### src/rtl/mem_scan_pkg.sv
package mem_scan_pkg;
  typedef enum logic [1:0] {
    ST_IDLE = 2'd0,
    ST_RUN  = 2'd1,
    ST_TAIL = 2'd2,
    ST_DONE = 2'd3
  } scan_state_e;

  localparam int FLG_C  = 0;
  localparam int FLG_N  = 1;
  localparam int FLG_PV = 2;
  localparam int FLG_X  = 3;
  localparam int FLG_H  = 4;
  localparam int FLG_Y  = 5;
  localparam int FLG_Z  = 6;
  localparam int FLG_S  = 7;
endpackage

### src/rtl/mem_scan_flagcalc.sv
module mem_scan_flagcalc
  import mem_scan_pkg::*;
#(
  parameter int DW = 8,
  parameter int CW = 16
) (
  input  logic [DW-1:0] acc_i,
  input  logic [DW-1:0] data_i,
  input  logic [CW-1:0] cnt_next_i,
  input  logic          carry_i,
  output logic [7:0]    flags_o,
  output logic          match_o
);
  logic [DW:0] diff;
  logic [4:0]  nib;

  always_comb begin
    diff    = {1'b0, acc_i} - {1'b0, data_i};
    nib     = {1'b0, acc_i[3:0]} - {1'b0, data_i[3:0]};
    match_o = (diff[DW-1:0] == '0);
    flags_o = '0;
    flags_o[FLG_S]  = diff[DW-1];
    flags_o[FLG_Z]  = match_o;
    flags_o[FLG_H]  = nib[4];
    flags_o[FLG_PV] = (cnt_next_i != '0);
    flags_o[FLG_N]  = 1'b1;
    flags_o[FLG_C]  = carry_i;
  end
endmodule

### src/rtl/mem_scan_pacer.sv
module mem_scan_pacer #(
  parameter int ITER_CYC = 21,
  parameter int EXIT_CYC = 16
) (
  input  logic clk,
  input  logic rst_n,
  input  logic clr_i,
  input  logic en_i,
  input  logic tail_i,
  output logic first_o,
  output logic last_o
);
  localparam int TMAX = (ITER_CYC > EXIT_CYC) ? ITER_CYC : EXIT_CYC;
  localparam int TW   = $clog2(TMAX + 1);

  logic [TW-1:0] wcnt_q, wcnt_d;

  always_comb begin
    first_o = (wcnt_q == '0);
    last_o  = tail_i ? (wcnt_q == TW'(EXIT_CYC - 1))
                     : (wcnt_q == TW'(ITER_CYC - 1));
    wcnt_d  = wcnt_q;
    if (clr_i)       wcnt_d = '0;
    else if (en_i)   wcnt_d = last_o ? '0 : wcnt_q + TW'(1);
  end

  always_ff @(posedge clk or negedge rst_n) begin
    if (!rst_n) wcnt_q <= '0;
    else        wcnt_q <= wcnt_d;
  end
endmodule

### src/rtl/mem_scan_fsm.sv
module mem_scan_fsm
  import mem_scan_pkg::*;
(
  input  logic        clk,
  input  logic        rst_n,
  input  logic        start_i,
  input  logic        rep_i,
  input  logic        stop_i,
  input  logic        last_i,
  output scan_state_e state_o
);
  scan_state_e state_q, state_d;

  always_comb begin
    state_d = state_q;
    unique case (state_q)
      ST_IDLE: if (start_i) state_d = ST_RUN;
      ST_RUN: begin
        if (last_i) begin
          if (!rep_i)      state_d = ST_DONE;
          else if (stop_i) state_d = ST_TAIL;
        end
      end
      ST_TAIL: if (last_i) state_d = ST_DONE;
      ST_DONE: state_d = ST_IDLE;
      default: state_d = ST_IDLE;
    endcase
  end

  always_ff @(posedge clk or negedge rst_n) begin
    if (!rst_n) state_q <= ST_IDLE;
    else        state_q <= state_d;
  end

  assign state_o = state_q;
endmodule

### src/rtl/mem_scan_cmp.sv
module mem_scan_cmp
  import mem_scan_pkg::*;
#(
  parameter int AW       = 16,
  parameter int CW       = 16,
  parameter int DW       = 8,
  parameter int ITER_CYC = 21,
  parameter int EXIT_CYC = 16
) (
  input  logic          clk,
  input  logic          rst_n,
  input  logic          start_i,
  input  logic          rep_i,
  input  logic          back_i,
  input  logic [DW-1:0] acc_i,
  input  logic [AW-1:0] ptr_i,
  input  logic [CW-1:0] cnt_i,
  input  logic          carry_i,
  output logic          mem_rd_o,
  output logic [AW-1:0] mem_addr_o,
  input  logic [DW-1:0] mem_data_i,
  output logic          irq_sample_o,
  output logic [7:0]    flags_o,
  output logic          match_o,
  output logic [AW-1:0] ptr_o,
  output logic [CW-1:0] cnt_o,
  output logic          busy_o,
  output logic          done_o
);
  // reset: asserted at once, released on the clock
  logic rst_meta_n, rst_sync_n;
  always_ff @(posedge clk or negedge rst_n) begin
    if (!rst_n) begin
      rst_meta_n <= 1'b0;
      rst_sync_n <= 1'b0;
    end else begin
      rst_meta_n <= 1'b1;
      rst_sync_n <= rst_meta_n;
    end
  end

  scan_state_e   state;
  logic          first, last, stop_w, stop_q;
  logic          load_en, cmp_en;
  logic [DW-1:0] acc_q;
  logic [AW-1:0] ptr_q, ptr_d;
  logic [CW-1:0] cnt_q, cnt_dec;
  logic          rep_q, back_q, carry_q, match_q, match_w;
  logic [7:0]    flags_q, flags_w;

  mem_scan_fsm u_fsm (
    .clk     (clk),
    .rst_n   (rst_sync_n),
    .start_i (start_i),
    .rep_i   (rep_q),
    .stop_i  (stop_w),
    .last_i  (last),
    .state_o (state)
  );

  mem_scan_pacer #(.ITER_CYC(ITER_CYC), .EXIT_CYC(EXIT_CYC)) u_pacer (
    .clk     (clk),
    .rst_n   (rst_sync_n),
    .clr_i   (state == ST_IDLE),
    .en_i    ((state == ST_RUN) || (state == ST_TAIL)),
    .tail_i  (state == ST_TAIL),
    .first_o (first),
    .last_o  (last)
  );

  mem_scan_flagcalc #(.DW(DW), .CW(CW)) u_flag (
    .acc_i      (acc_q),
    .data_i     (mem_data_i),
    .cnt_next_i (cnt_dec),
    .carry_i    (carry_q),
    .flags_o    (flags_w),
    .match_o    (match_w)
  );

  always_comb begin
    load_en = (state == ST_IDLE) && start_i;
    cmp_en  = (state == ST_RUN) && first;
    cnt_dec = cnt_q - CW'(1);
    ptr_d   = back_q ? (ptr_q - AW'(1)) : (ptr_q + AW'(1));
    stop_w  = cmp_en ? ((cnt_dec == '0) || match_w) : stop_q;
  end

  // operand capture
  always_ff @(posedge clk or negedge rst_sync_n) begin
    if (!rst_sync_n) begin
      acc_q   <= '0;
      rep_q   <= 1'b0;
      back_q  <= 1'b0;
      carry_q <= 1'b0;
    end else if (load_en) begin
      acc_q   <= acc_i;
      rep_q   <= rep_i;
      back_q  <= back_i;
      carry_q <= carry_i;
    end
  end

  // walking address and count
  always_ff @(posedge clk or negedge rst_sync_n) begin
    if (!rst_sync_n) begin
      ptr_q <= '0;
      cnt_q <= '0;
    end else if (load_en) begin
      ptr_q <= ptr_i;
      cnt_q <= cnt_i;
    end else if (cmp_en) begin
      ptr_q <= ptr_d;
      cnt_q <= cnt_dec;
    end
  end

  // comparison results
  always_ff @(posedge clk or negedge rst_sync_n) begin
    if (!rst_sync_n) begin
      flags_q <= '0;
      match_q <= 1'b0;
      stop_q  <= 1'b0;
    end else if (cmp_en) begin
      flags_q <= flags_w;
      match_q <= match_w;
      stop_q  <= stop_w;
    end
  end

  assign mem_rd_o     = cmp_en;
  assign mem_addr_o   = ptr_q;
  assign irq_sample_o = cmp_en && rep_q;
  assign flags_o      = flags_q;
  assign match_o      = match_q;
  assign ptr_o        = ptr_q;
  assign cnt_o        = cnt_q;
  assign busy_o       = (state != ST_IDLE);
  assign done_o       = (state == ST_DONE);
endmodule

### config.mk
export PLATFORM = sky130hd
export DESIGN_NAME = mem_scan_cmp
export DESIGN_NICKNAME = d
export VERILOG_FILES = /design/src/rtl/mem_scan_pkg.sv /design/src/rtl/mem_scan_flagcalc.sv /design/src/rtl/mem_scan_pacer.sv /design/src/rtl/mem_scan_fsm.sv /design/src/rtl/mem_scan_cmp.sv
export SDC_FILE = /design/constraint.sdc
export NUM_CORES = 1
export LEC_CHECK = 0
export BUFFER_PORTS_ARGS = -buffer_cell sky130_fd_sc_hd__buf_4
export CAP_MARGIN = 20
export CORE_MARGIN = 2
export CORE_UTILIZATION = 40
export CTS_CLUSTER_DIAMETER = 100
export DETAILED_ROUTE_END_ITERATION = 10
export GPL_ROUTABILITY_DRIVEN = 0
export GPL_TIMING_DRIVEN = 1
export PLACE_DENSITY = 0.67
export REMOVE_ABC_BUFFERS = 1
export SLEW_MARGIN = 20
export SYNTH_ARGS = -nofsm -noshare
export SYNTH_HDL_FRONTEND = slang
export SYNTH_SLANG_ARGS = --single-unit
### constraint.sdc
create_clock -name clk -period 2.85 [get_ports clk]
set_clock_uncertainty 0.1 [all_clocks]
set_input_delay 0.57 -clock clk [delete_from_list [all_inputs] [get_ports clk]]
set_output_delay 0.57 -clock clk [all_outputs]
set_load 0.02 [all_outputs]
# == Word-level counts from Yosys, hierarchy flattened ==
# Cells that the tools add are included.
# word_totals
output_inout_bits,61
register_bits,60
# op_classes
reduce_logical,14
addsub,6
n_eq_ne,9
muxes,16
# ops
cell,count
2-to-1 mux 16 bit,5
subtractor 16 x 1 -> 16 bit (second input constant),2
adder 16 x 1 -> 16 bit (second input constant),1
logical NOT 16 bit,1
nonzero test 16 bit,1
2-to-1 mux 5 bit,3
2-to-1 mux 2 bit,5
logical NOT 8 bit,1
one-hot mux 2 bit (4 select lines),1
subtractor 8 bit,1
inequality test 2 bit (second input constant),3
nonzero test 2 bit,3
adder 5 x 1 -> 5 bit (second input constant),1
equality test 5 x 4 -> 1 bit (second input constant),1
equality test 5 bit (second input constant),1
logical NOT 5 bit,1
subtractor 4 x 4 -> 5 bit,1
equality test 2 bit (second input constant),2
AND reduction 4 bit,1
logical AND 1 bit,3
inequality test 3 bit (second input constant),1
equality test 2 x 1 -> 1 bit (second input constant),1
logical NOT 2 bit,1
logical OR 1 bit,2
2-to-1 mux 1 bit,2

# == Longest topological paths before layout ==
# depth
ltp_word,8
mapped_depth,11

# == By module ==
# Synthesis repeated with hierarchy kept, for this count alone.
# hier_totals
hier_cells,553
area_unflattened_um2,4571.9
# modules_own_cells
mod,seq_area_each_um2,area_per_inst_um2,cells_per_inst,instances
mem_scan_cmp,1376.3,3648.5,439,1
mem_scan_flagcalc,0.0,445.4,60,1
mem_scan_pacer,125.1,307.8,34,1
mem_scan_fsm,50.0,170.2,20,1

# == Worst setup path after synthesis ==
# OpenSTA, ideal clock, no wires.
# synth_timing
kind,reg-to-output
startpoint,"register u_fsm.state_q[1], in the netlist u_fsm.state_o[1]"
endpoint,output port irq_sample_o
path_buffers,3
path_slack_ps,237
path_stages_with_launch,10
arrival_ps,1943
cell_sequence,dfrtp_1 -> inv_1 -> ha_1 -> nand2_1 -> or4_4 -> buf_6 -> clkinv_2 -> buf_4 -> buf_4 -> and2_1
# synth_via
elab_chain_cells,3
# synth_rtl
element,line,rtl
from (decl),mem_scan_fsm.sv:12,"scan_state_e state_q, state_d;"
from (signal assigned),mem_scan_fsm.sv:32,else state_q <= state_d;
equality test 2 x 1 -> 1 bit,mem_scan_cmp.sv:82,cmp_en = (state == ST_RUN) && first;
logical AND 1 bit,mem_scan_cmp.sv:82,
via mem_rd_o,mem_scan_cmp.sv:19,"output logic mem_rd_o,"
logical AND 1 bit,mem_scan_cmp.sv:132,assign irq_sample_o = cmp_en && rep_q;
to (decl),mem_scan_cmp.sv:22,"output logic irq_sample_o,"
# The timed path passes the listed nets, and every way through them passes these cells.

# == Worst setup path after layout ==
# layout_timing
startpoint,"register u_fsm.state_q[1], in the netlist u_fsm.state_o[1]"
endpoint,output port irq_sample_o
# layout_via
elab_chain_cells,3
# layout_rtl
element,line
equality test 2 x 1 -> 1 bit,mem_scan_cmp.sv:82
logical AND 1 bit,mem_scan_cmp.sv:82
logical AND 1 bit,mem_scan_cmp.sv:132
# Every way passes these cells.

==> metrics <==
status complete, no violations; top cells by count, synth nand2_1 (91), dfrtp_1 (59), o21ai_0 (39); clock-pin transition on the worst setup and hold timing paths roughly 0.080 ns; wire length per cell approximately 14 microns; I/O pin count 115; Vias/cell about 5.3; Synth top area share around a third; Syn Std Cell Area between 0.004 and 0.005 sq mm; die area roughly 0.011 sq mm; ANT cells 0; via count 3,946; Worst Hold Class flop to async pin; RR Startpoint back_q; total negative slack 0 ns; share of cells above drive strength 1 25.9%; first-pass GRT wire length between 15,000 and 20,000 microns; vias in the first global route 3,815; Die W about 110 microns; Avg Cell Area, Syn 8.31 sq um; port bufs around 110; Final ANT Viol Nets 0; largest net degree at the start of global routing 47; leakage around 0.0025 uW; nets a little under 700; minimum clock period after layout around 2.8 ns; WP data arrival between 2 and 2.5 ns; Worst setup EP type primary output; drt pass-1 iters 4; worst-margin pin slew 0.628 ns; die height 107 microns; dominant synthesized flop cell dfrtp_1; Seq/Total Area, Yosys approximately a third; Hold Fails Final Rpt 0; CTS tree built; placed cell area around 0.005 sq mm; clock sinks 59; Core ar. around 0.010 sq mm; cell taking the most area after synthesis dfrtp_1; Post-Synthesis Cells between 500 and 600; grt total ovfl 0; register area 0.00148 sq mm; Initial DRC Count 102; Max Slew Vio Count 0; GRT Total Usage around a fifth; relative slew slack slightly below 60%; fin area 0.00533 sq mm; Final setup viols 0; fin crit share 96.6%; FP Rows 37; Max IR drop VDD ~0.0007 V; Area contributors post-synth dfrtp_1 (35%), ha_1 (9.1%), nand2_1 (8.0%); initial antenna violation count 0; CTS Buf Count 9; Power Density between 1000 and 1500 mW/mm^2; top-count cell post-synth nand2_1; Root Driver clkbuf_8; Filler cells approximately 1,000; EDFF count, synth 0; final core utilization roughly 52%; overall routed net length 10,600 microns; HPWL Detailed around 8000 microns; RSZ-0062 raised after global routing false; P&R area growth vs syn 25.5%; CP Class flop to primary output; DRC viols 0; startpoint types flop; overall power 6530 uW; critical path required time approximately 2.2 ns; post-synthesis cell type count 62; Max Fclk 0.363 GHz; CTS Buffer Depth 2; clk_lat worst skew roughly 0.36 ns; Worst setup startpoint u_fsm.state_o[1]; footprint of the multi-input gates between 0.002 and 0.0025 sq mm; ys async rst share between 90% and 100%; flops & latches, synth 59; CP max FO 13; Initial Utilization slightly above 40%; H-tree Lvls 3; Synthesis Warnings 0; Max Cap Violations 0
==> timing repair <==
action / 4_1_cts / 5_1_grt
resized for setup: 1 / 2
hold buffers: 1 / 0
hold endpoints to repair: 2 / 0
setup buffers: 0 / 0
setup endpoints to repair: 1 / 1
==> per-layer routing <==
metal / wire (microns) / vias up / GRT usage (%) / part of all wire [%]
met5: 0 / - / 0 / 0
met4: 234 / 0 / 8.16 / 2.2
met3: 528 / 18 / 3.10 / 5.0
met2: 4860 / 112 / 31.4 / 46
met1: 5030 / 1852 / 26.3 / 47
li1: - / 1964 / - / -
==> layout by cell type (no fill, tap or decap), types with 4 or more instances in the layout <==
cell type  count
nor3_1        10
inv_1         22
nor2_1        33
o21ai_0       39
o21ai_1        8
and3_1         8
nand2_1       91
and2_1         4
xor2_1        10
ha_1          30
nand3_1       16
a21o_1         6
clkbuf_8      11
a21oi_1       30
dfrtp_1       58
nand2b_1       6
xnor2_1       14
a31oi_1        5
nand4_1        6
o21a_1         5
a211oi_1       7
mux2i_1        5
clkinv_2       4
buf_4        123
==> worst max-delay path: stages (launching register included) <==
cell	delay, ns
dfrtp_1	0.44
inv_2	0.11
ha_2	0.21
nand2_1	0.06
or4_4	0.48
clkinv_4	0.15
and2_1	0.14
buf_4	0.13
==> power by group <==
part	leakage, uW	total (uW)	internal [uW]	switching (uW)
combinational	0.00171	4050	1760	2290
sequential	0.000717	1750	1210	538
clock	0.0000949	728	357	371
total	0.00253	6530	3340	3200
==> path summary, 6_finish.rpt <==
kind	depth (start not counted)	to	slack (ns)
min reg2reg	0	flags_o[0]	0.11
max	7	irq_sample_o	0.1
max in group asynchronous	1	acc_q[5]	1.87
max reg2reg	8	mem_addr_o[13]	0.32
min in group clk	0	rst_sync_n	0.26
min	0	flags_o[0]	0.11
==> registers in the layout, indices dropped and copies added, names as in the netlist <==
register and flops:
carry_q 1, back_q 1, flags_o 6, cnt_o 16, u_pacer.wcnt_q 5, rst_sync_n 1, acc_q 8, mem_addr_o 16
rst_meta_n 1, u_fsm.state_o 2, rep_q 1, stop_q 1
==> cells by family after synthesis <==
kind of cell,after synthesis,share of synthesized area (%)
buffers and inverters,63,7.66
and+or+nand+nor,203,23.9
adders and majority gates,33,10.1
AOI/OAI and AO/OA,122,17.3
xor gates and xnor gates,24,4.95
DFF,59,34.8
muxes,5,1.18
other,2,0.177
==> final cells by class <==
cell class / count / area share [%]
Inverter: 24 / 1.78
Sequential cell: 59 / 27.7
Timing Repair Buffer: 125 / 17.9
Tap cell: 136 / 3.19
Multi-Input combinational cell: 390 / 46.0
Clock inverter: 5 / 0.517
Clock buffer: 11 / 2.84
==> through the flow <==
| step | setup slack (ns) | hold WS [ns] | cells |
|---|---|---|---|
| CTS | 0.0275 | 0.145 | 750 |
| global route | 0.00301 | 0.163 | 750 |
| finish | 0.0960 | 0.110 | 750 |
| floorplan | 0.206 | 0.174 | 473 |
| global placement | 0.278 | 0.136 | 733 |
| detailed placement | 0.219 | 0.148 | 733 |
Note: power is estimated with default switching activity, not from simulation.
